[src/rtl/rdma_pkg.sv]
package rdma_pkg;
  localparam logic [3:0] RA_ADDR_LO = 4'd0;
  localparam logic [3:0] RA_ADDR_HI = 4'd1;
  localparam logic [3:0] RA_CNT_LO  = 4'd2;
  localparam logic [3:0] RA_CNT_HI  = 4'd3;
  localparam logic [3:0] RA_CFG     = 4'd4;
  localparam logic [3:0] RA_MASK    = 4'd5;
  localparam logic [3:0] RA_FIRST   = 4'd6;
  localparam logic [3:0] RA_STOP    = 4'd7;
  localparam logic [3:0] RA_BNRY    = 4'd8;
  localparam logic [3:0] RA_CLR     = 4'd9;

  localparam logic [2:0] CMD_READ  = 3'b001;
  localparam logic [2:0] CMD_WRITE = 3'b010;
  localparam logic [2:0] CMD_SEND  = 3'b011;

  typedef struct packed {
    logic auto_en;
    logic swap;
    logic word;
  } cfg_t;

  typedef enum logic [3:0] {
    ST_IDLE, ST_HDR0, ST_HDR0W, ST_HDR1, ST_HDR1W,
    ST_RREQ, ST_RWAIT, ST_ROUT, ST_WR, ST_FIN
  } st_e;
endpackage

[src/rtl/rdma_cfg.sv]
module rdma_cfg
  import rdma_pkg::*;
#(
  parameter int PW = 8
) (
  input  logic          clk_i,
  input  logic          rst_ni,
  input  logic          reg_we_i,
  input  logic [3:0]    reg_addr_i,
  input  logic [7:0]    reg_wdata_i,
  input  logic          done_set_i,
  output cfg_t          cfg_o,
  output logic [PW-1:0] first_pg_o,
  output logic [PW-1:0] stop_pg_o,
  output logic          done_o,
  output logic          irq_o
);
  logic mask_q;

  always_ff @(posedge clk_i or negedge rst_ni) begin
    if (!rst_ni) begin
      cfg_o      <= '0;
      mask_q     <= 1'b0;
      first_pg_o <= '0;
      stop_pg_o  <= '0;
    end else if (reg_we_i) begin
      case (reg_addr_i)
        RA_CFG:   cfg_o      <= reg_wdata_i[2:0];
        RA_MASK:  mask_q     <= reg_wdata_i[0];
        RA_FIRST: first_pg_o <= PW'(reg_wdata_i);
        RA_STOP:  stop_pg_o  <= PW'(reg_wdata_i);
        default: ;
      endcase
    end
  end

  // set wins over a clear in the same cycle
  always_ff @(posedge clk_i or negedge rst_ni) begin
    if (!rst_ni) done_o <= 1'b0;
    else if (done_set_i) done_o <= 1'b1;
    else if (reg_we_i && reg_addr_i == RA_CLR && reg_wdata_i[0]) done_o <= 1'b0;
  end

  assign irq_o = done_o & mask_q;
endmodule

[src/rtl/rdma_step.sv]
module rdma_step #(
  parameter int AW = 16,
  parameter int CW = 16,
  localparam int PW = AW - 8
) (
  input  logic [AW-1:0] addr_i,
  input  logic [CW-1:0] cnt_i,
  input  logic          word_i,
  input  logic          wrap_i,
  input  logic [PW-1:0] first_pg_i,
  input  logic [PW-1:0] stop_pg_i,
  output logic [AW-1:0] addr_o,
  output logic [CW-1:0] cnt_o
);
  logic [1:0]    inc;
  logic [AW-1:0] sum;
  logic          wrap_hit;

  always_comb begin
    inc      = word_i ? 2'd2 : 2'd1;
    sum      = addr_i + AW'(inc);
    wrap_hit = wrap_i && (sum[AW-1:8] == stop_pg_i) && (sum[7:0] == 8'h00);
    addr_o   = wrap_hit ? {first_pg_i, 8'h00} : sum;
    cnt_o    = (cnt_i <= CW'(inc)) ? '0 : cnt_i - CW'(inc);
  end
endmodule

[src/rtl/rdma_core.sv]
module rdma_core
  import rdma_pkg::*;
#(
  parameter int AW = 16,
  parameter int CW = 16,
  localparam int PW = AW - 8
) (
  input  logic          clk_i,
  input  logic          rst_ni,
  input  logic          reg_we_i,
  input  logic [3:0]    reg_addr_i,
  input  logic [7:0]    reg_wdata_i,
  input  logic          cmd_we_i,
  input  logic [2:0]    cmd_i,
  input  cfg_t          cfg_i,
  input  logic [PW-1:0] first_pg_i,
  input  logic [PW-1:0] stop_pg_i,
  input  logic          hd_wvalid_i,
  input  logic [15:0]   hd_wdata_i,
  output logic          hd_wready_o,
  output logic          hd_rvalid_o,
  output logic [15:0]   hd_rdata_o,
  input  logic          hd_rready_i,
  output logic          mem_req_o,
  output logic          mem_we_o,
  output logic          mem_word_o,
  output logic [AW-1:0] mem_addr_o,
  output logic [15:0]   mem_wdata_o,
  input  logic [15:0]   mem_rdata_i,
  output logic [AW-1:0] cur_addr_o,
  output logic [CW-1:0] cur_cnt_o,
  output logic [PW-1:0] bnry_o,
  output logic          busy_o,
  output logic          done_set_o
);
  st_e           st_q;
  logic [AW-1:0] addr_q, nxt_addr;
  logic [CW-1:0] cnt_q, nxt_cnt;
  logic [PW-1:0] bnry_q, nxt_pg_q;
  logic [15:0]   rbuf_q;
  logic          send_q, auto_q;
  logic          abort_now, start_ok, wr_fire, rd_fire, hdr_st;

  rdma_step #(.AW(AW), .CW(CW)) u_step (
    .addr_i(addr_q), .cnt_i(cnt_q), .word_i(cfg_i.word), .wrap_i(send_q),
    .first_pg_i(first_pg_i), .stop_pg_i(stop_pg_i),
    .addr_o(nxt_addr), .cnt_o(nxt_cnt)
  );

  always_comb begin
    abort_now   = cmd_we_i && cmd_i[2];
    start_ok    = cmd_we_i && !cmd_i[2] && (cmd_i != 3'b000) && (st_q == ST_IDLE);
    hdr_st      = (st_q == ST_HDR0) || (st_q == ST_HDR1);
    hd_wready_o = (st_q == ST_WR) && !abort_now;
    hd_rvalid_o = (st_q == ST_ROUT) && !abort_now;
    wr_fire     = hd_wready_o && hd_wvalid_i;
    rd_fire     = hd_rvalid_o && hd_rready_i;
    mem_req_o   = !abort_now && (hdr_st || st_q == ST_RREQ || wr_fire);
    mem_we_o    = (st_q == ST_WR);
    mem_word_o  = hdr_st || cfg_i.word;
    case (st_q)
      ST_HDR0: mem_addr_o = {bnry_q, 8'h00};
      ST_HDR1: mem_addr_o = {bnry_q, 8'h02};
      default: mem_addr_o = addr_q;
    endcase
    if (!cfg_i.word)     mem_wdata_o = {8'h00, hd_wdata_i[7:0]};
    else if (cfg_i.swap) mem_wdata_o = {hd_wdata_i[7:0], hd_wdata_i[15:8]};
    else                 mem_wdata_o = hd_wdata_i;
    if (!cfg_i.word)     hd_rdata_o = {8'h00, rbuf_q[7:0]};
    else if (cfg_i.swap) hd_rdata_o = {rbuf_q[7:0], rbuf_q[15:8]};
    else                 hd_rdata_o = rbuf_q;
    busy_o     = (st_q != ST_IDLE);
    done_set_o = (st_q == ST_FIN) && !abort_now;
  end

  always_ff @(posedge clk_i or negedge rst_ni) begin
    if (!rst_ni) begin
      st_q     <= ST_IDLE;
      addr_q   <= '0;
      cnt_q    <= '0;
      bnry_q   <= '0;
      nxt_pg_q <= '0;
      rbuf_q   <= '0;
      send_q   <= 1'b0;
      auto_q   <= 1'b0;
    end else if (abort_now) begin
      st_q <= ST_IDLE;  // address and count stay where they stopped
    end else begin
      case (st_q)
        ST_IDLE: begin
          if (reg_we_i && !start_ok) begin
            case (reg_addr_i)
              RA_ADDR_LO: addr_q[7:0]    <= reg_wdata_i;
              RA_ADDR_HI: addr_q[AW-1:8] <= PW'(reg_wdata_i);
              RA_CNT_LO:  cnt_q[7:0]     <= reg_wdata_i;
              RA_CNT_HI:  cnt_q[CW-1:8]  <= (CW-8)'(reg_wdata_i);
              RA_BNRY:    bnry_q         <= PW'(reg_wdata_i);
              default: ;
            endcase
          end
          if (start_ok) begin
            send_q <= (cmd_i == CMD_SEND);
            auto_q <= (cmd_i == CMD_SEND) && cfg_i.auto_en;
            if (cmd_i == CMD_SEND && cfg_i.auto_en) st_q <= ST_HDR0;
            else if (cnt_q == '0)                   st_q <= ST_FIN;
            else if (cmd_i == CMD_WRITE)            st_q <= ST_WR;
            else                                    st_q <= ST_RREQ;
          end
        end
        ST_HDR0:  st_q <= ST_HDR0W;
        ST_HDR0W: begin
          nxt_pg_q <= PW'(mem_rdata_i[15:8]);
          st_q     <= ST_HDR1;
        end
        ST_HDR1:  st_q <= ST_HDR1W;
        ST_HDR1W: begin
          cnt_q  <= CW'(mem_rdata_i);
          addr_q <= {bnry_q, 8'h00};
          st_q   <= (mem_rdata_i == 16'h0) ? ST_FIN : ST_RREQ;
        end
        ST_RREQ:  st_q <= ST_RWAIT;
        ST_RWAIT: begin
          rbuf_q <= mem_rdata_i;
          st_q   <= ST_ROUT;
        end
        ST_ROUT: if (rd_fire) begin
          addr_q <= nxt_addr;
          cnt_q  <= nxt_cnt;
          st_q   <= (nxt_cnt == '0) ? ST_FIN : ST_RREQ;
        end
        ST_WR: if (wr_fire) begin
          addr_q <= nxt_addr;
          cnt_q  <= nxt_cnt;
          st_q   <= (nxt_cnt == '0) ? ST_FIN : ST_WR;
        end
        ST_FIN: begin
          if (auto_q) bnry_q <= nxt_pg_q;
          st_q <= ST_IDLE;
        end
        default: st_q <= ST_IDLE;
      endcase
    end
  end

  assign cur_addr_o = addr_q;
  assign cur_cnt_o  = cnt_q;
  assign bnry_o     = bnry_q;
endmodule

[src/rtl/rdma_top.sv]
module rdma_top
  import rdma_pkg::*;
#(
  parameter int AW = 16,
  parameter int CW = 16,
  localparam int PW = AW - 8
) (
  input  logic          clk_i,
  input  logic          rst_ni,
  input  logic          reg_we_i,
  input  logic [3:0]    reg_addr_i,
  input  logic [7:0]    reg_wdata_i,
  input  logic          cmd_we_i,
  input  logic [2:0]    cmd_i,
  input  logic          hd_wvalid_i,
  input  logic [15:0]   hd_wdata_i,
  output logic          hd_wready_o,
  output logic          hd_rvalid_o,
  output logic [15:0]   hd_rdata_o,
  input  logic          hd_rready_i,
  output logic          mem_req_o,
  output logic          mem_we_o,
  output logic          mem_word_o,
  output logic [AW-1:0] mem_addr_o,
  output logic [15:0]   mem_wdata_o,
  input  logic [15:0]   mem_rdata_i,
  output logic [AW-1:0] cur_addr_o,
  output logic [CW-1:0] cur_cnt_o,
  output logic [PW-1:0] bnry_o,
  output logic          busy_o,
  output logic          done_o,
  output logic          irq_o
);
  cfg_t          cfg;
  logic [PW-1:0] first_pg, stop_pg;
  logic          done_set;

  rdma_cfg #(.PW(PW)) u_cfg (
    .clk_i, .rst_ni, .reg_we_i, .reg_addr_i, .reg_wdata_i,
    .done_set_i(done_set), .cfg_o(cfg), .first_pg_o(first_pg),
    .stop_pg_o(stop_pg), .done_o, .irq_o
  );

  rdma_core #(.AW(AW), .CW(CW)) u_core (
    .clk_i, .rst_ni, .reg_we_i, .reg_addr_i, .reg_wdata_i, .cmd_we_i, .cmd_i,
    .cfg_i(cfg), .first_pg_i(first_pg), .stop_pg_i(stop_pg),
    .hd_wvalid_i, .hd_wdata_i, .hd_wready_o, .hd_rvalid_o, .hd_rdata_o,
    .hd_rready_i, .mem_req_o, .mem_we_o, .mem_word_o, .mem_addr_o,
    .mem_wdata_o, .mem_rdata_i, .cur_addr_o, .cur_cnt_o, .bnry_o, .busy_o,
    .done_set_o(done_set)
  );
endmodule

[config.mk]
export PLATFORM = sky130hd
export DESIGN_NAME = rdma_top
export DESIGN_NICKNAME = d
export VERILOG_FILES = /design/src/rtl/rdma_pkg.sv /design/src/rtl/rdma_cfg.sv /design/src/rtl/rdma_step.sv /design/src/rtl/rdma_core.sv /design/src/rtl/rdma_top.sv
export SDC_FILE = /design/constraint.sdc
export NUM_CORES = 1
export LEC_CHECK = 0
export BUFFER_PORTS_ARGS = -buffer_cell sky130_fd_sc_hd__buf_4
export CAP_MARGIN = 15
export CORE_UTILIZATION = 51
export CTS_BUF_LIST = sky130_fd_sc_hd__clkbuf_4
export CTS_CLUSTER_SIZE = 14
export DETAILED_ROUTE_END_ITERATION = 10
export PLACE_DENSITY = 0.8
export SLEW_MARGIN = 30
export SYNTH_ARGS = -nofsm -noshare
export SYNTH_HDL_FRONTEND = slang
export SYNTH_SLANG_ARGS = --single-unit
[constraint.sdc]
create_clock -name clk_i -period 3.7 [get_ports clk_i]
set_input_delay 0.185 -clock clk_i [delete_from_list [all_inputs] [get_ports clk_i]]
set_output_delay 0.185 -clock clk_i [all_outputs]
set_load 0.01 [all_outputs]
# Word-level counts from Yosys, hierarchy flattened
# Cells that the tools add are included.
# op_classes
n_div	0
muxes	37
shift	0
n_mul	0
eq_ne	33
n_reduce_logical	47
n_addsub	2
order_cmp	1
bitwise	2
# op_table
operator	count
16-bit two-way mux	12
16-bit one-hot mux with 4 select lines	2
8-bit two-way mux	7
16-bit logical NOT	3
4-bit two-way mux	9
4-bit one-hot mux with 9 select lines	1
4-bit by 3-bit == test with 1-bit output (second input constant)	8
16-bit one-hot mux with 2 select lines	1
6-bit AND reduction	4
16-bit by 2-bit adder with 16-bit output	1
4-bit by 2-bit == test with 1-bit output (second input constant)	4
4-bit == test (second input constant)	4
16-bit by 2-bit less-or-equal comparator with 1-bit output	1
1-bit logical AND	16
8-bit one-hot mux with 2 select lines	1
16-bit by 2-bit subtractor with 16-bit output	1
2-bit inequality test (second input constant)	6
2-bit AND reduction	6
3-bit by 1-bit inequality test with 1-bit output (second input constant)	3
4-bit by 1-bit == test with 1-bit output (second input constant)	2
8-bit == test	1
4-bit logical NOT	2
8-bit logical NOT	1
4-bit nonzero test	2
other kinds (12)	24
# word_totals
latchBits	0
regBits	91
n_memories	0
word_cells	139
ramBits	0
rom_bits	0

# Logic depth before layout (Yosys ltp)
# Gate-level depths: netlist of run 1.
# depth
ltp_word	8
depth_mapped	14
ltp_nobuf	10

# Hierarchy
# From an unflattened synthesis of run 1, not the netlist that was laid out.
# hier_totals
hier_cells	604
area_unflattened_um2	6429.9
# by_module_without_submodules
module	area_per_inst_um2	instances	cells_per_inst
rdma_core	4261.6	1	381
rdma_step	1312.5	1	171
rdma_cfg	855.8	1	52

# Least setup slack after synthesis of run 1
# Ideal clock, no wire load.
# synth_path
kind	flip-flop to flip-flop
from	reg u_cfg.cfg_o[0] (netlist bit)
to	reg u_core.addr_q[13] (netlist: u_core.cur_addr_o[13])
arrival_ps	3361
stages_incl_launch_ff	14
setup_ps	83
synth_period_minus_slack_ps	3443
slack_ps	257
path_cell_list	dfrtp_1 clkinv_1 clkbuf_1 ha_1 fa_1 clkbuf_1 xor2_1 a2111oi_0 o221ai_1 a211oi_1 and4_1 buf_6 mux2_2 o21ai_0
# synth_between
elab_chain_len	8
elab_cells_between_ends	10
# synth_rtl
element	line	rtl
from (decl)	rdma_cfg.sv:12	output cfg_t cfg_o,
from (signal assigned)	rdma_cfg.sv:28	RA_CFG: cfg_o <= reg_wdata_i[2:0];
2-bit two-way mux (*)	rdma_step.sv:20	inc = word_i ? 2'd2 : 2'd1;
16-bit by 2-bit adder with 16-bit output (*)	rdma_step.sv:21	sum = addr_i + AW'(inc);
8-bit == test	rdma_step.sv:22	wrap_hit = wrap_i && (sum[AW-1:8] == stop_pg_i) && (sum[7:0] == 8'h00);
1-bit logical AND (2 in a row)	rdma_step.sv:22	
16-bit two-way mux (*)	rdma_step.sv:23	addr_o = wrap_hit ? {first_pg_i, 8'h00} : sum;
16-bit two-way mux, on equally long branches	rdma_core.sv:131, rdma_core.sv:126	
16-bit one-hot mux with 4 select lines (*)	rdma_core.sv:89	case (st_q)
to (signal, indexed assignment)	rdma_core.sv:94	RA_ADDR_HI: addr_q[AW-1:8] <= PW'(reg_wdata_i);
to (signal assigned)	rdma_core.sv:127	addr_q <= nxt_addr;
to (signal assigned)	rdma_core.sv:132	addr_q <= nxt_addr;
to (decl)	rdma_core.sv:37	logic [AW-1:0] addr_q, nxt_addr;
# Every way passes the cells marked *; elsewhere a longest branch is shown, timed or not. The select of a mux whose other input is x is not followed.
# A chain may end at the register's enable or synchronous reset.

# Final worst setup path of run 1
# Same ends and word-level chain as after synthesis.

==> metrics.md, run 1 <==
| Metric | Value |
|---|---|
| Outcome | complete, but fails checks |
| Failing checks | DRC |
| Post-DP HPWL | between 10,000 and 15,000 µm |
| Die Wd | ~110 µm |
| R2R Setup Slk | 350 ps |
| Setup crit start | u_cfg.cfg_o[0] |
| Mapped Cells | 690 |
| Reg-to-Reg End | u_core.cur_addr_o[13] |
| Area Overhead vs Synth | 26.01% |
| Clock-pin slew on the worst setup and hold paths | roughly 150 ps |
| Layout Skew | 19.97 ps |
| Initial core utilization | 0.5321 |
| Grt ovf | 0 |
| Clock Power Share | 0.095 |
| GPL Wtd Cong | between 0.9 and 1 |
| Ys flop type | dfrtp_1 |
| Design Power | approximately 6 mW |
| Arrival time worst endpoint | approximately 3800 ps |
| Post-synth cell types | 71 |
| Worst VDD drop | 418.3 µV |
| Commonest cells after routing, fill and taps aside | 166 x buf_4, 91 x dfrtp_1, 80 x nor2_1, 70 x mux2_2, 64 x nand2_1 |
| R2R cell count | 10 |
| Internal power | between 3 and 4 mW |
| Finished Core Util | 0.6705 |
| Placed cells | about 960 |
| Yosys reg bits | 91 |
| Mean post-synth cell area | 8.918 µm² |
| Sw Ratio | 0.4562 |
| Yosys Warn Count | 0 |
| Worst rel slew slack | 0.4206 |
| Initial antenna violation count | 1 |
| Maximum number of pins on one net before global-route repair | 66 |
| Worst Hold Class | in -> reg |
| Minimum clock period | 3352 ps |
| Critical R2R Launch | u_cfg.cfg_o[0] |
| Number of global-route vias before repair | roughly 5.8k |
| Comb power frac | 0.566 |
| Post-place instance area | between 7000 and 8000 µm² |
| WL per Instance | approximately 20 µm |
| Net count after synthesis | approximately 750 |
| Setup crit end | u_core.cur_addr_o[13] |
| Worst-path maximum fanout | 7 |
| Startpoint types | flop |
| GRT Total Usage | 0.3324 |
| Final Max Slew Viols | 0 |
| TritonRoute pass-1 iters | 8 |
| Final setup fails | 0 |
| Commonest non-fill, non-tap cell in the layout | buf_4 |
| Net switching power | 2.734 mW |
| FMAX | around 300 MHz |
| CTS Buf Count | 9 |
| Layout Cells excl Fill | between 900 and 1k |
| Power density cells | 772.8 nW/µm² |
| Maxcap violations | 0 |
| Die ar. | 12,510 µm² |
| DP Worst Slack | between 300 and 400 ps |
| CP required | 4110 ps |
| DR iter-0 viols | 643 |
| Period utilisation layout | 0.9059 |
| Worst slew pin tran | roughly 870 ps |
| Layout cells sized above 1 | 0.3086 |
| Fin. Hold Viols | 0 |
| Ys async rst share | 1.000 |
| DRT antenna net count | 0 |
| Mapped Area | slightly above 6000 µm² |
| Drt total wl | 20,230 µm |
| Root Buffer Master | clkbuf_4 |
| CTS tree | done |
| # port buffers | roughly 150 |
| Sequential fraction of the synthesis area | 0.3701 |
| Setup CP Type | reg -> reg |
| Worst-Skew Late Latency | approximately 480 ps |
| Nets | 904 |
| Sequential Power Share | 0.339 |
| Crit path capture type | flop |
| Final instance area | slightly below 8000 µm² |
| # IOs | about 150 |
| Core area | roughly 12,000 µm² |
| Chip height | between 100 and 150 µm |
| Post-synth EDFFs | 0 |
| # DRC | 9 |
| First-pass GRT wire length | ~32,000 µm |
| Row cnt | 39 |
| Post-DR vias/cell | around 6 |
| H-tree depth | 3 |
| Vias post-DR | between 6k and 7k |
| Maximum buffer depth of the clock tree | 2 |
| RSZ-0062 raised after global routing | false |
| Static leakage | roughly 3.4 nW |
| Setup TNS | 0 ps |
| PnR worst setup slack | 348.1 ps |
| Final hold slack | 24.90 ps |
| Sink Count | between 90 and 100 |
[per-layer routing]
layer | track usage | part of all wire
met5 | 0 | 0
met4 | 0.1477 | 0.028
met3 | 0.05607 | 0.073
met2 | 0.5184 | 0.47
met1 | 0.4544 | 0.43
[power by group through the flow]
| stage | logic [mW] | registers (mW) | clock network [mW] |
|---|---|---|---|
| 2_1_floorplan | 2.08 | 1.84 | 0 |
| 3_3_place_gp | 3.28 | 2.00 | 0 |
| 3_5_place_dp | 3.33 | 2.03 | 0 |
| 4_1_cts | 3.36 | 2.01 | 0.576 |
| 5_1_grt | 3.70 | 2.10 | 0.614 |
| 6_report | 3.39 | 2.03 | 0.570 |
[kinds of logic (layout without fill, tap and decap cells)]
group / Yosys count / count (layout) / synth area share
XOR/XNOR: 12 / 12 / 0.01708
flip-flops: 91 / 91 / 0.3701
adder cells (fa/ha/maj): 6 / 6 / 0.01464
multiplexers: 103 / 103 / 0.1826
other: 0 / 2 / 0
AND/OR/NAND/NOR: 257 / 257 / 0.2066
AO/OA/AOI/OAI: 161 / 161 / 0.1675
buffers and inverters: 60 / 219 / 0.04148
[layout make-up]
class                      count  area (µm²)
fill                         965        3811
multi-input combinational    539        3630
sequential                    91        2277
timing repair buffer         187        1466
tap                          143       178.9
clock buffer                   9       67.56
clock inverter                 6       65.06
inverter                      17       63.81
antenna                        2       5.005
[worst min path at each step]
stage | from | to | slack, ps | cells past startpoint
2_1_floorplan | rst_ni | u_cfg.cfg_o[0] | -110 | 0
3_3_place_gp | rst_ni | u_core.cur_addr_o[7] | 340 | 1
3_5_place_dp | rst_ni | u_core.cur_addr_o[3] | 350 | 1
4_1_cts | reg_wdata_i[6] | u_cfg.first_pg_o[6] | 7 | 2
5_1_grt | reg_wdata_i[6] | u_cfg.first_pg_o[6] | 10 | 2
6_report | reg_wdata_i[6] | u_cfg.first_pg_o[6] | 20 | 2
[critical path, cell delays in order, from the launching register on]
cell,delay [ps]
dfrtp_1,520
clkinv_1,140
ha_1,250
fa_1,430
xor2_1,160
a2111oi_0,380
o221ai_1,180
a211oi_1,250
and4_1,450
mux2_2,370
o21ai_0,160
[cell usage after synthesis, types with 14 or more instances]
cell | number | area, µm²
nor3_1 | 14 | 70.07
a21oi_1 | 41 | 205.2
nor2_1 | 81 | 304.0
and2_1 | 14 | 87.58
mux2_2 | 70 | 788.3
o21ai_0 | 51 | 255.2
nand3_1 | 14 | 70.07
dfrtp_1 | 91 | 2277
nand2_1 | 64 | 240.2
inv_1 | 16 | 60.06
mux2i_1 | 32 | 320.3
clkbuf_1 | 33 | 123.9
[flip-flops by register name, indices dropped and copies added, names as in the netlist, 3 cells and up]
signal / cells
u_core.cur_addr_o: 16
u_core.st_q: 4
u_cfg.cfg_o: 3
u_core.nxt_pg_q: 8
u_cfg.first_pg_o: 8
u_core.cur_cnt_o: 16
u_cfg.stop_pg_o: 8
u_core.rbuf_q: 16
u_core.bnry_o: 8
[repair_timing]
action / CTS / global route
hold endpoints to repair: 95 / 0
gates resized for setup: 0 / 0
hold buffers: 20 / 0
setup buffers: 0 / 0
No activity file was read; power rests on OpenSTA's default activity.
==> inputs of run 2 (changes only) <==
--- a/config.mk
+++ b/config.mk
@@ -7,11 +7,10 @@
 export LEC_CHECK = 0
 export BUFFER_PORTS_ARGS = -buffer_cell sky130_fd_sc_hd__buf_4
 export CAP_MARGIN = 15
-export CORE_UTILIZATION = 51
-export CTS_BUF_LIST = sky130_fd_sc_hd__clkbuf_4
+export CORE_UTILIZATION = 49
 export CTS_CLUSTER_SIZE = 14
 export DETAILED_ROUTE_END_ITERATION = 10
-export PLACE_DENSITY = 0.8
+export PLACE_DENSITY = 0.77
 export SLEW_MARGIN = 30
 export SYNTH_ARGS = -nofsm -noshare
 export SYNTH_HDL_FRONTEND = slang
==> metrics.md, run 2 (synthesis gave the netlist of run 1 again) <==
| Metric | Value |
|---|---|
| Worst-Skew Late Latency | around 350 ps |
| Static leakage | approximately 3.4 nW |
| Startpoint types | flop |
| Arrival time worst endpoint | ~3600 ps |
| CTS tree | done |
| # port buffers | ~150 |
| Die Wd | around 110 µm |
| Layout cells sized above 1 | 0.3197 |
| Net switching power | about 2.8 mW |
| Layout Cells excl Fill | ~1k |
| Worst slew pin tran | roughly 830 ps |
| Commonest non-fill, non-tap cell in the layout | buf_4 |
| Initial antenna violation count | 0 |
| Power density cells | 822.4 nW/µm² |
| Row cnt | 40 |
| Setup TNS | 0 ps |
| Root Buffer Master | clkbuf_16 |
| Fin. Hold Viols | 0 |
| Worst Hold Class | in -> reg |
| Initial core utilization | 0.5081 |
| Number of global-route vias before repair | between 5k and 6k |
| Post-DP HPWL | about 15,000 µm |
| Crit path capture type | flop |
| First-pass GRT wire length | around 32,000 µm |
| GRT Total Usage | 0.3252 |
| CP required | 3930 ps |
| Placed cells | 983 |
| Sequential Power Share | 0.316 |
| Chip height | ~110 µm |
| Layout Skew | ~6.4 ps |
| CTS Buf Count | 9 |
| Worst rel slew slack | 0.4474 |
| # IOs | 149 |
| H-tree depth | 3 |
| Setup CP Type | reg -> reg |
| Die ar. | roughly 13,000 µm² |
| Grt ovf | 0 |
| Core area | 12,110 µm² |
| Final Max Slew Viols | 0 |
| Commonest cells after routing, fill and taps aside | 167 x buf_4, 91 x dfrtp_1, 80 x nor2_1, 70 x mux2_2, 64 x nand2_1 |
| Sw Ratio | 0.4380 |
| Area Overhead vs Synth | 26.41% |
| # DRC | 0 |
| Worst-path maximum fanout | 9 |
| Worst VDD drop | between 400 and 500 µV |
| Maximum number of pins on one net before global-route repair | 69 |
| DR iter-0 viols | about 580 |
| Maxcap violations | 0 |
| Maximum buffer depth of the clock tree | 2 |
| Nets | 886 |
| Minimum clock period | ~3400 ps |
| FMAX | about 300 MHz |
| Post-DR vias/cell | between 6 and 7 |
| Sink Count | between 90 and 100 |
| Comb power frac | 0.532 |
| TritonRoute pass-1 iters | 5 |
| Clock Power Share | 0.151 |
| ANT cells | 0 |
| Vias post-DR | 6,100 |
| GPL Wtd Cong | 0.9245 |
| Internal power | approximately 3.6 mW |
| Outcome | finished, final reports clean |
| Final setup fails | 0 |
| WL per Instance | about 20 µm |
| Drt total wl | approximately 20,000 µm |
| Period utilisation layout | 0.9227 |
| Post-CTS Setup Bufs | 0 |
| Clock-pin slew on the worst setup and hold paths | ~70 ps |
| DRT antenna net count | 0 |
| RSZ-0062 raised after global routing | false |
-- run 2: cell count changes in the layout (fill, tap and decap cells not counted), sizes merged --
cell	previous run	this run
inv	18	19
clkbuf	9	10
clkinv	4	3
dlygate4sd3	20	1
diode	2	0
buf	167	168
-- run 2: final cells by class --
cell class | instances | area, µm²
Fill cell | 1063 | 4333
Multi-Input combinational cell | 539 | 3643
Sequential cell | 91 | 2277
Timing Repair Buffer | 169 | 1275
Clock buffer | 10 | 239.0
Tap cell | 168 | 210.2
Clock inverter | 6 | 70.07
Inverter | 17 | 63.81
-- run 2: worst paths after layout --
path | endpoint | slack, ps | from | cells past startpoint
setup / recovery | u_core.cur_addr_o[10] | 290 | u_cfg.cfg_o[0] | 11
hold / removal | u_core.rbuf_q[1] | 100 | mem_rdata_i[1] | 2
setup reg to reg | u_core.cur_addr_o[10] | 290 | u_cfg.cfg_o[0] | 11
hold reg to reg | u_cfg.first_pg_o[3] | 500 | u_cfg.first_pg_o[3] | 1
max in group asynchronous | u_core.rbuf_q[3] | 2500 | rst_ni | 3
min in group asynchronous | u_core.cur_addr_o[3] | 380 | rst_ni | 2
-- run 2: worst max-delay path, cell delays in order, from the launching register on --
cell       delay [ps]
dfrtp_1           490
clkinv_1          150
ha_1              250
fa_1              550
xor2_1            200
a2111oi_0         420
o221ai_1          190
a211oi_1          230
and4_1            290
buf_4             210
mux2i_1           230
o31ai_2            80
-- run 2: metal layers --
layer | global-route usage | up-vias | routed length (µm)
met3 | 0.05347 | 45 | 1291
met5 | 0 | - | 0
met2 | 0.5075 | 247 | 9489
li1 | - | 2802 | -
met4 | 0.1455 | 0 | 659
met1 | 0.4454 | 3006 | 8924
-- run 2: timing repair --
item	CTS	global route
setup endpoints to repair	0	1
resized for setup	0	1
hold endpoints to repair	52	0
hold buffers	1	0
-- run 2: stage by stage --
step	instance area [µm²]	hold slack [ps]	total power [mW]	setup WS [ps]	util
6_report	7779	99.33	6.397	285.9	0.6423
5_1_grt	7779	91.23	6.837	8.839	0.6423
4_1_cts	7766	90.18	6.365	282.5	0.6412
3_5_place_dp	7447	364.9	5.380	361.2	0.6149
3_3_place_gp	7445	353.8	5.294	447.0	0.6147
2_1_floorplan	6153	-110.6	3.921	256.7	-
-- run 2: power groups by stage --
stage	sequential [mW]	clock, mW	combinational [mW]
CTS	2.00	0.984	3.38
global placement	1.99	0	3.30
global route	2.09	1.02	3.73
floorplan	1.84	0	2.08
finish	2.02	0.967	3.41
detailed placement	2.02	0	3.36
